## config.mk

```make
export PLATFORM = sky130hd
export DESIGN_NAME = tcp_channel
export DESIGN_NICKNAME = d
export VERILOG_FILES = /design/src/rtl/tcp_pkg.sv /design/src/rtl/tcp_capture.sv /design/src/rtl/tcp_compare.sv /design/src/rtl/tcp_pwm.sv /design/src/rtl/tcp_channel.sv
export SDC_FILE = /design/constraint.sdc
export NUM_CORES = 1
export LEC_CHECK = 0
export BUFFER_PORTS_ARGS = -buffer_cell sky130_fd_sc_hd__buf_2
export CAP_MARGIN = 20
export CELL_PAD_IN_SITES_DETAIL_PLACEMENT = 0
export CELL_PAD_IN_SITES_GLOBAL_PLACEMENT = 1
export CORE_MARGIN = 2
export CORE_UTILIZATION = 30
export CTS_BUF_LIST = sky130_fd_sc_hd__clkbuf_16
export DETAILED_ROUTE_END_ITERATION = 8
export PLACE_DENSITY_LB_ADDON = 0.15
export SLEW_MARGIN = 20
export SYNTH_ARGS = -nofsm -noshare
export SYNTH_HDL_FRONTEND = slang
export SYNTH_SLANG_ARGS = --single-unit
```

## constraint.sdc

```tcl
create_clock -name clk -period 2.6 [get_ports clk]
set_input_delay 0.52 -clock clk [delete_from_list [all_inputs] [get_ports clk]]
set_output_delay 0.52 -clock clk [all_outputs]
set_load 0.03 [all_outputs]
```

## src/rtl/tcp_pkg.sv

```systemverilog
package tcp_pkg;
  localparam logic [3:0] MODE_TOGGLE = 4'b0010;
  localparam logic [3:0] MODE_FALL   = 4'b0100;
  localparam logic [3:0] MODE_RISE   = 4'b0101;
  localparam logic [3:0] MODE_RISE_A = 4'b0110;
  localparam logic [3:0] MODE_RISE_B = 4'b0111;
  localparam logic [3:0] MODE_SET_HI = 4'b1000;
  localparam logic [3:0] MODE_SET_LO = 4'b1001;
  localparam logic [3:0] MODE_FLAG   = 4'b1010;
  localparam logic [3:0] MODE_EVENT  = 4'b1011;

  function automatic logic is_cap(input logic [3:0] m);
    return m[3:2] == 2'b01;
  endfunction

  function automatic logic is_pwm(input logic [3:0] m);
    return m[3:2] == 2'b11;
  endfunction

  function automatic logic is_cmp(input logic [3:0] m);
    return (m == MODE_TOGGLE) || (m[3:2] == 2'b10);
  endfunction

  function automatic logic is_off(input logic [3:0] m);
    return !(is_cap(m) || is_pwm(m) || is_cmp(m));
  endfunction
endpackage

```

## src/rtl/tcp_capture.sv

```systemverilog
module tcp_capture
  import tcp_pkg::*;
#(
  parameter int SYNC   = 2,
  parameter int DIV_LO = 4,
  parameter int DIV_HI = 16
) (
  input  logic       clk,
  input  logic       rst,
  input  logic [3:0] mode,
  input  logic       mode_chg,
  input  logic       pin_in,
  output logic       cap_evt
);
  localparam int PRE_W = $clog2(DIV_HI);

  logic [SYNC:0]      sh_q;
  logic [PRE_W-1:0]   cnt_q;
  logic               cur, prv, rise, fall;

  assign cur  = sh_q[SYNC-1];
  assign prv  = sh_q[SYNC];
  assign rise = cur & ~prv;
  assign fall = ~cur & prv;

  always_comb begin
    case (mode)
      MODE_FALL:   cap_evt = fall;
      MODE_RISE:   cap_evt = rise;
      MODE_RISE_A: cap_evt = rise && (cnt_q == PRE_W'(DIV_LO - 1));
      MODE_RISE_B: cap_evt = rise && (cnt_q == PRE_W'(DIV_HI - 1));
      default:     cap_evt = 1'b0;
    endcase
  end

  always_ff @(posedge clk) begin
    if (rst) begin
      sh_q  <= '0;
      cnt_q <= '0;
    end else begin
      sh_q <= {sh_q[SYNC-1:0], pin_in};
      if (!is_cap(mode) || mode_chg)
        cnt_q <= '0;
      else if (mode[1] && rise)
        cnt_q <= cap_evt ? '0 : cnt_q + 1'b1;
    end
  end

  AST_PRESCALE_RANGE: assert property (@(posedge clk) disable iff (rst)
    (mode == MODE_RISE_A) |-> (cnt_q < PRE_W'(DIV_LO)));
  AST_PRESCALE_CLEAR: assert property (@(posedge clk) disable iff (rst)
    mode_chg |=> (cnt_q == '0));
endmodule

```

## src/rtl/tcp_compare.sv

```systemverilog
module tcp_compare
  import tcp_pkg::*;
#(
  parameter int TW = 16
) (
  input  logic          clk,
  input  logic          rst,
  input  logic [3:0]    mode,
  input  logic          mode_chg,
  input  logic [3:0]    next_mode,
  input  logic [TW-1:0] tmr,
  input  logic [TW-1:0] cmp_val,
  output logic          cmp_evt,
  output logic          pin_q,
  output logic          spec_q
);
  logic match_c, match_q;

  assign match_c = is_cmp(mode) && (tmr == cmp_val);
  assign cmp_evt = match_c && !match_q;

  always_ff @(posedge clk) begin
    if (rst) begin
      match_q <= 1'b0;
      pin_q   <= 1'b0;
      spec_q  <= 1'b0;
    end else begin
      match_q <= match_c;
      spec_q  <= cmp_evt && (mode == MODE_EVENT);
      if (mode_chg && next_mode == MODE_SET_HI)
        pin_q <= 1'b0;
      else if (mode_chg && next_mode == MODE_SET_LO)
        pin_q <= 1'b1;
      else if (is_off(mode))
        pin_q <= 1'b0;
      else if (cmp_evt) begin
        case (mode)
          MODE_TOGGLE: pin_q <= ~pin_q;
          MODE_SET_HI: pin_q <= 1'b1;
          MODE_SET_LO: pin_q <= 1'b0;
          default:     pin_q <= pin_q;
        endcase
      end
    end
  end

  AST_SPEC_ONE_CYCLE: assert property (@(posedge clk) disable iff (rst)
    spec_q |=> !spec_q);
  AST_FLAG_MODE_PIN_HOLD: assert property (@(posedge clk) disable iff (rst)
    (mode == MODE_FLAG && !mode_chg) |=> $stable(pin_q));
  AST_OFF_PIN_LOW: assert property (@(posedge clk) disable iff (rst)
    (is_off(mode) && !mode_chg) |=> !pin_q);
endmodule

```

## src/rtl/tcp_pwm.sv

```systemverilog
module tcp_pwm #(
  parameter int DUTY_W = 10
) (
  input  logic              clk,
  input  logic              rst,
  input  logic              clr,
  input  logic              active,
  input  logic              tmr_period,
  input  logic [DUTY_W-1:0] duty_next,
  input  logic [DUTY_W-1:0] tmr_lo,
  output logic              pwm_q
);
  logic [DUTY_W-1:0] duty_act;
  logic [DUTY_W-1:0] duty_use;

  assign duty_use = tmr_period ? duty_next : duty_act;

  always_ff @(posedge clk) begin
    if (rst) begin
      duty_act <= '0;
      pwm_q    <= 1'b0;
    end else begin
      if (clr)
        duty_act <= '0;
      else if (tmr_period)
        duty_act <= duty_next;
      pwm_q <= active && (tmr_lo < duty_use);
    end
  end

  AST_DUTY_HOLD: assert property (@(posedge clk) disable iff (rst)
    (!tmr_period && !clr) |=> $stable(duty_act));
endmodule

```

## src/rtl/tcp_channel.sv

```systemverilog
module tcp_channel
  import tcp_pkg::*;
#(
  parameter int TW     = 16,
  parameter int DW     = 8,
  parameter int LSB_W  = 2,
  parameter int AW     = 3,
  parameter int SYNC   = 2,
  parameter int DIV_LO = 4,
  parameter int DIV_HI = 16
) (
  input  logic          clk,
  input  logic          rst,
  input  logic          wr_en,
  input  logic [AW-1:0] wr_addr,
  input  logic [DW-1:0] wr_data,
  input  logic [AW-1:0] rd_addr,
  output logic [DW-1:0] rd_data,
  input  logic [TW-1:0] tmr,
  input  logic          tmr_period,
  input  logic          pin_in,
  output logic          pin_out,
  output logic          irq_flag,
  output logic          special_evt
);
  localparam int DUTY_W = DW + LSB_W;
  localparam logic [AW-1:0] A_CTRL = AW'(0);
  localparam logic [AW-1:0] A_VLO  = AW'(1);
  localparam logic [AW-1:0] A_VHI  = AW'(2);
  localparam logic [AW-1:0] A_DUTY = AW'(3);
  localparam logic [AW-1:0] A_STAT = AW'(4);

  logic [3:0]       mode_q;
  logic [LSB_W-1:0] dlsb_q;
  logic [TW-1:0]    val_q;
  logic [DW-1:0]    duty_hi_q;
  logic             flag_q;
  logic             ctrl_wr, mode_chg, flag_clr;
  logic             cap_evt, cmp_evt, cmp_pin, pwm_pin;

  assign ctrl_wr  = wr_en && (wr_addr == A_CTRL);
  assign mode_chg = ctrl_wr && (wr_data[3:0] != mode_q);
  assign flag_clr = wr_en && (wr_addr == A_STAT) && wr_data[0];

  tcp_capture #(.SYNC(SYNC), .DIV_LO(DIV_LO), .DIV_HI(DIV_HI)) u_cap (
    .clk(clk), .rst(rst), .mode(mode_q), .mode_chg(mode_chg),
    .pin_in(pin_in), .cap_evt(cap_evt)
  );

  tcp_compare #(.TW(TW)) u_cmp (
    .clk(clk), .rst(rst), .mode(mode_q), .mode_chg(mode_chg),
    .next_mode(wr_data[3:0]), .tmr(tmr), .cmp_val(val_q),
    .cmp_evt(cmp_evt), .pin_q(cmp_pin), .spec_q(special_evt)
  );

  tcp_pwm #(.DUTY_W(DUTY_W)) u_pwm (
    .clk(clk), .rst(rst), .clr(is_off(mode_q)), .active(is_pwm(mode_q)),
    .tmr_period(tmr_period), .duty_next({duty_hi_q, dlsb_q}),
    .tmr_lo(tmr[DUTY_W-1:0]), .pwm_q(pwm_pin)
  );

  always_ff @(posedge clk) begin
    if (rst) begin
      mode_q    <= '0;
      dlsb_q    <= '0;
      val_q     <= '0;
      duty_hi_q <= '0;
      flag_q    <= 1'b0;
    end else begin
      if (ctrl_wr) begin
        mode_q <= wr_data[3:0];
        dlsb_q <= wr_data[LSB_W+3:4];
      end
      if (wr_en && wr_addr == A_DUTY)
        duty_hi_q <= wr_data;
      if (cap_evt)
        val_q <= tmr;
      else if (wr_en && wr_addr == A_VLO)
        val_q[DW-1:0] <= wr_data;
      else if (wr_en && wr_addr == A_VHI)
        val_q[TW-1:DW] <= wr_data[TW-DW-1:0];
      if (cap_evt || cmp_evt)
        flag_q <= 1'b1;
      else if (flag_clr)
        flag_q <= 1'b0;
    end
  end

  always_comb begin
    case (rd_addr)
      A_CTRL:  rd_data = DW'({dlsb_q, mode_q});
      A_VLO:   rd_data = val_q[DW-1:0];
      A_VHI:   rd_data = DW'(val_q[TW-1:DW]);
      A_DUTY:  rd_data = duty_hi_q;
      A_STAT:  rd_data = DW'(flag_q);
      default: rd_data = '0;
    endcase
  end

  assign pin_out  = is_pwm(mode_q) ? pwm_pin : cmp_pin;
  assign irq_flag = flag_q;

  AST_FLAG_STICKY: assert property (@(posedge clk) disable iff (rst)
    (flag_q && !flag_clr) |=> flag_q);
  AST_CAPTURE_LOADS: assert property (@(posedge clk) disable iff (rst)
    cap_evt |=> (val_q == $past(tmr)) && flag_q);
endmodule

```

Word level (Yosys, flattened, before mapping). Cells that the tools add are included.

Register bits: 52. Output and inout port bits: 11. Logic and storage cells: 97.

$add $sub $neg: 1. Reductions and logical operators: 33. Equal/unequal tests: 28. Bitwise logic cells: 6. Muxes and demuxes: 15. Order comparisons: 1.

Operators by type and width (count): case mux 8 bit (5 select lines) (1); == test 4 bit, second input constant (6); 2-to-1 mux 8 bit (3); == test 16 bit (1); == test 4 x 3 -> 1 bit, second input constant (4); logical AND 1 bit (16); 2-to-1 mux 16 bit (1); == test 3 x 2 -> 1 bit, second input constant (4); less-than comparator 10 bit (1); 2-to-1 mux 10 bit (1); == test 4 x 2 -> 1 bit, second input constant (2); == test 3 x 1 -> 1 bit, second input constant (2); == test 3 bit, second input constant (2); zero test 3 bit (2); 2-to-1 mux 1 bit (6); nonzero test 2 bit (3); OR reduction 2 bit (3); logical OR 1 bit (5); inequality test 5 x 2 -> 1 bit, second input constant (1); adder 4 x 1 -> 4 bit, second input constant (1); == test 2 bit, second input constant (2); 2-to-1 mux 4 bit (1); inequality test 4 bit (1); NOT 1 bit (4); 8 further kinds (11).

Depth between registers and ports, before layout.
Depth after elaboration: 7. Mapped depth: 8.

By module. Synthesis repeated with hierarchy kept, for this count alone.

Cells, all modules: 321. Area, all modules: 3070.4 sq um.

Modules (own cells, without submodules): tcp_channel (cells an instance 180, times used 1, area each 1750.4 sq um, seq. area each 620.6 sq um); tcp_pwm (cells an instance 57, times used 1, area each 575.6 sq um, seq. area each 220.2 sq um); tcp_capture (cells an instance 40, times used 1, area each 382.9 sq um, seq. area each 140.1 sq um); tcp_compare (cells an instance 44, times used 1, area each 361.6 sq um, seq. area each 60.1 sq um).

Least setup slack after synthesis. Ideal clock, no wire load.

Path type: input -> register. Start: input port tmr_period. End: register u_pwm.pwm_q. Data required time: 2542 ps. Path buffers: 1. Stages on the path: 8. Path slack: 386 ps. Data arrival time: 2156 ps. Path through: buf_2 -> mux2i_1 -> ha_1 -> a21o_1 -> a211oi_1 -> o21ai_0 -> a2111oi_0 -> or3_1.

Longest elaborated chain between the ends: 3.

RTL lines: start, declared (line tcp_channel.sv:20) `input logic tmr_period,`; 2-to-1 mux 10 bit; less-than comparator 10 bit (line tcp_pwm.sv:27) `pwm_q <= active && (tmr_lo < duty_use);`; logical AND 1 bit (line tcp_pwm.sv:27); end signal, assigned (line tcp_pwm.sv:27); end, declared (line tcp_pwm.sv:11) `output logic pwm_q`.

No other way between the ends. A chain may end at the register's enable or synchronous reset.

Final worst setup path.
Start: input port rd_addr[1]. End: output port rd_data[2].

Longest elaborated chain between the ends: 2. Elaborated cells on any way between the ends: 6.

RTL lines: start, declared (line tcp_channel.sv:17) `input logic [AW-1:0] rd_addr,`; == test 3 bit, or another cell as far along (line tcp_channel.sv:90) `case (rd_addr)`; case mux 8 bit (5 select lines) * (line tcp_channel.sv:90); end, declared (line tcp_channel.sv:18) `output logic [DW-1:0] rd_data,`.

Mark *: on every way between the ends. The rest lies on a longest branch, timed or not.

==> out/qor.yml <==
outcome: "complete, no violations"
die_y_um: 101
place.port_buffers: 45
cpLargestDelayFamily: "multiplexers"
synthesis.instances: 310
gr-usage-met3_pct: 2.62
hold_start: "u_cap.sh_q[0]$_SDFF_PP0_"
num-nets-final: 396
post-synth-top-count-cell: "dfxtp_1"
gp_congestion: 0.798
grt_pass1_wl_um: 12900
layout_worst_path_cycle_share_pct: 85.4
number_of_failing_hold_endpoints_at_the_final_stage: 0
timing.final.max_slew_violations: 0
cp_common_cell: "buf_2"
relSlewSlack_pct: 62.4
drt_wl_total_um: 8340
vias_per_cell: 5.08
critical-path-max-stage-delay_ns: 0.57
clkTransAtPathRegs_ns: 0.07
numCtsBuffers: 5
p_comb_share_pct: 11.3
grt_setup_unrepaired: "false"
antenna-diode-count: 0
ys.warnings.count: 0
startpoint_types: "primary input"
start_util_pct: 30.8
p_total_mw: 1.66
die-area_um2: 10200
r2r_end: "u_cmp.pin_q$_SDFFE_PP0P_"
number_of_instances_on_the_worst_hold_path: 1
routed-via-count: 2350
horizontal_die_dimension_um: 101
cellLeakagePower_nw: 1.27
initialDrtViolationCount: 80
synth_top_cells_by_area: "dfxtp_1 (37%), mux2i_1 (11%), nor2_1 (6.2%)"
worst-endpoint-arrival_ns: 1.70
switching_power_uw: 420
layout.cells.non_filler: 463
cell_by_cell_listing_of_the_critical_path: "buf_2 -> mux4_2 -> nor2b_1 -> buf_2"
cts_resized: 0
postSynthRegisterBits: 52
cts.sink_count: 52
globalRouteMet2Util_pct: 25.9
asyncSetResetFlopFracSynth_pct: 0
reg2regPathDepth: 6
post_synthesis_sequential_area_ratio_pct: 36.7
synth-main-ff-cell: "dfxtp_1"
vdd_drop_max_mv: 0.316
worst-endpoint-required_ns: 2.08
clock_tree_root_driver_cell: "clkbuf_16"
htree_num_levels: 2
globalRouteTotalUtil_pct: 16.8
detail_route.drc_violations: 0
floorplan.core_area_um2: 9200
cp_slowest_cell: "mux4_2"
cp-end-kind: "primary output"
cts_setup_buffers: 0
seq_power_share_pct: 49.4
p_int_mw: 1.24
antenna_found_initial: 0
min_delay_worst_endpoint: "u_cap.sh_q[1]$_SDFF_PP0_"
areaGrowthSynthToFinish_pct: 17.5
clock_tree.buffer_depth: 2
synth_top_area_share_pct: 36.7
grt_overflow: 0
power.density_cell_area_nw_per_um2: 500
rows: 35
finalClockSkew_ns: 0.00363
wl_per_cell_um: 18.0
reg2reg_from: "mode_q[3]$_SDFFE_PP0P_"
num_ports: 46
first_global_vias: 2249
yosysUniqueCellTypes: 46
tightestPinTransition_ns: 0.562
max_cap_violations: 0
number_of_hold_buffers_added_after_cts: 0
globalRouteMet1Util_pct: 24.9
min-delay-path-class: "flop to flop"
critical_path.max_fanout: 11
hpwl_um: 6220
fin_crit_ns: 2.22
fmaxAchievable_mhz: 451
worstPathBufferInverterCount: 2
drive_gt1_share_pct: 21.3
critPathKind: "primary input to primary output"
power_frac_clock_pct: 39.4
setup_viol: 0
synth_enable_flop_cells: 0
avgSynthCellArea_um2: 9.14
tritoncts_clock_tree: "yes"
worst-r2r-setup-slack_ns: 0.51
fin_tns_setup_ns: 0
synth_nets: 355
detail_route.first_pass.iterations: 4
ant_nets: 0
grt_start_max_net_pins: 32
switching_share_pct: 25.3
worstSkewPairLatency_ns: 0.29
synthDominantAreaCellType: "dfxtp_1"
synthTopCellsByCount: "dfxtp_1 (52), nor2_1 (47), mux2i_1 (31)"
busiest_layer_in_global_routing: "met2"
place.detailed.instances: 455
startpoint: "rd_addr[1]"
syn-cell-area_um2: 2830
==> cells by family after synthesis <==
logic type	Yosys count	synth area share, %
xor gates and xnor gates	22	6.80
and+or+nand+nor	111	19.3
buffers and inverters	23	3.62
AOI/OAI and AO/OA	51	12.2
adders and majority gates	10	4.42
muxes	41	16.9
DFF	52	36.7
==> per-stage QoR <==
step | util, % | setup slack [ns] | instance area (um2) | hold WS, ns
after global placement | 34.7 | 0.327 | 3190 | 0.446
after global routing | 36.2 | 0.333 | 3330 | 0.444
final | 36.2 | 0.381 | 3330 | 0.439
after CTS | 36.2 | 0.384 | 3330 | 0.438
after detailed placement | 34.7 | 0.329 | 3190 | 0.431
after floorplan | - | 0.386 | 2830 | 0.414
==> sequential cells by signal, indices dropped and copies added, names as in the netlist <==
register	cells
irq_flag	1
u_pwm.pwm_q	1
u_cap.cnt_q	4
u_cmp.pin_q	1
u_cmp.spec_q	1
u_cap.sh_q	3
dlsb_q	2
u_pwm.duty_act	10
u_cmp.match_q	1
val_q	16
mode_q	4
duty_hi_q	8
==> power by group through the flow <==
stage | clock network, mW | logic, mW | registers (mW)
after floorplan | 0 | 0.109 | 0.834
after global placement | 0 | 0.188 | 0.840
after detailed placement | 0 | 0.188 | 0.841
after CTS | 0.677 | 0.189 | 0.822
after global routing | 0.710 | 0.205 | 0.824
final | 0.655 | 0.187 | 0.822
==> worst max-delay path by stage <==
stage | slack (ns) | endpoint | cells after the start
floorplan | 0.39 | u_pwm.pwm_q$_SDFF_PP0_ | 8
global placement | 0.33 | u_pwm.pwm_q$_SDFF_PP0_ | 9
detailed placement | 0.33 | u_pwm.pwm_q$_SDFF_PP0_ | 9
CTS | 0.38 | rd_data[2] | 4
global route | 0.33 | rd_data[2] | 4
finish | 0.38 | rd_data[2] | 4
==> layout by cell type, fill, tap and decap left out, types with 3 or more instances in the layout <==
cell,count
buf_4,7
mux4_2,5
a21oi_1,13
buf_2,45
a31oi_1,3
ha_1,10
nor2b_1,10
a211oi_1,17
nand4_1,6
nand2_1,24
a22oi_1,3
xor2_1,7
nor3_1,3
inv_1,4
clkbuf_16,5
mux2_2,5
xnor2_1,15
dfxtp_1,52
mux2i_1,31
nand3_1,5
nor2_1,47
==> metal layers <==
| metal | part of all wire, % | routed length (um) | vias up |
|---|---|---|---|
| met2 | 44 | 3680 | 51 |
| li1 | - | - | 1187 |
| met4 | 0.65 | 54 | 0 |
| met3 | 4.4 | 369 | 2 |
| met5 | 0 | 0 | - |
| met1 | 51 | 4240 | 1110 |
==> cell type report <==
cell class	instances	area, um2
fillers	986	5870
multi-input cells	235	1690
flip-flops and latches	52	1040
repair buffers	53	298
well taps	111	139
clock buffers	5	125
clock inverters	3	17.5
inverters	4	15.0
Power figures use the tool's default switching activity.
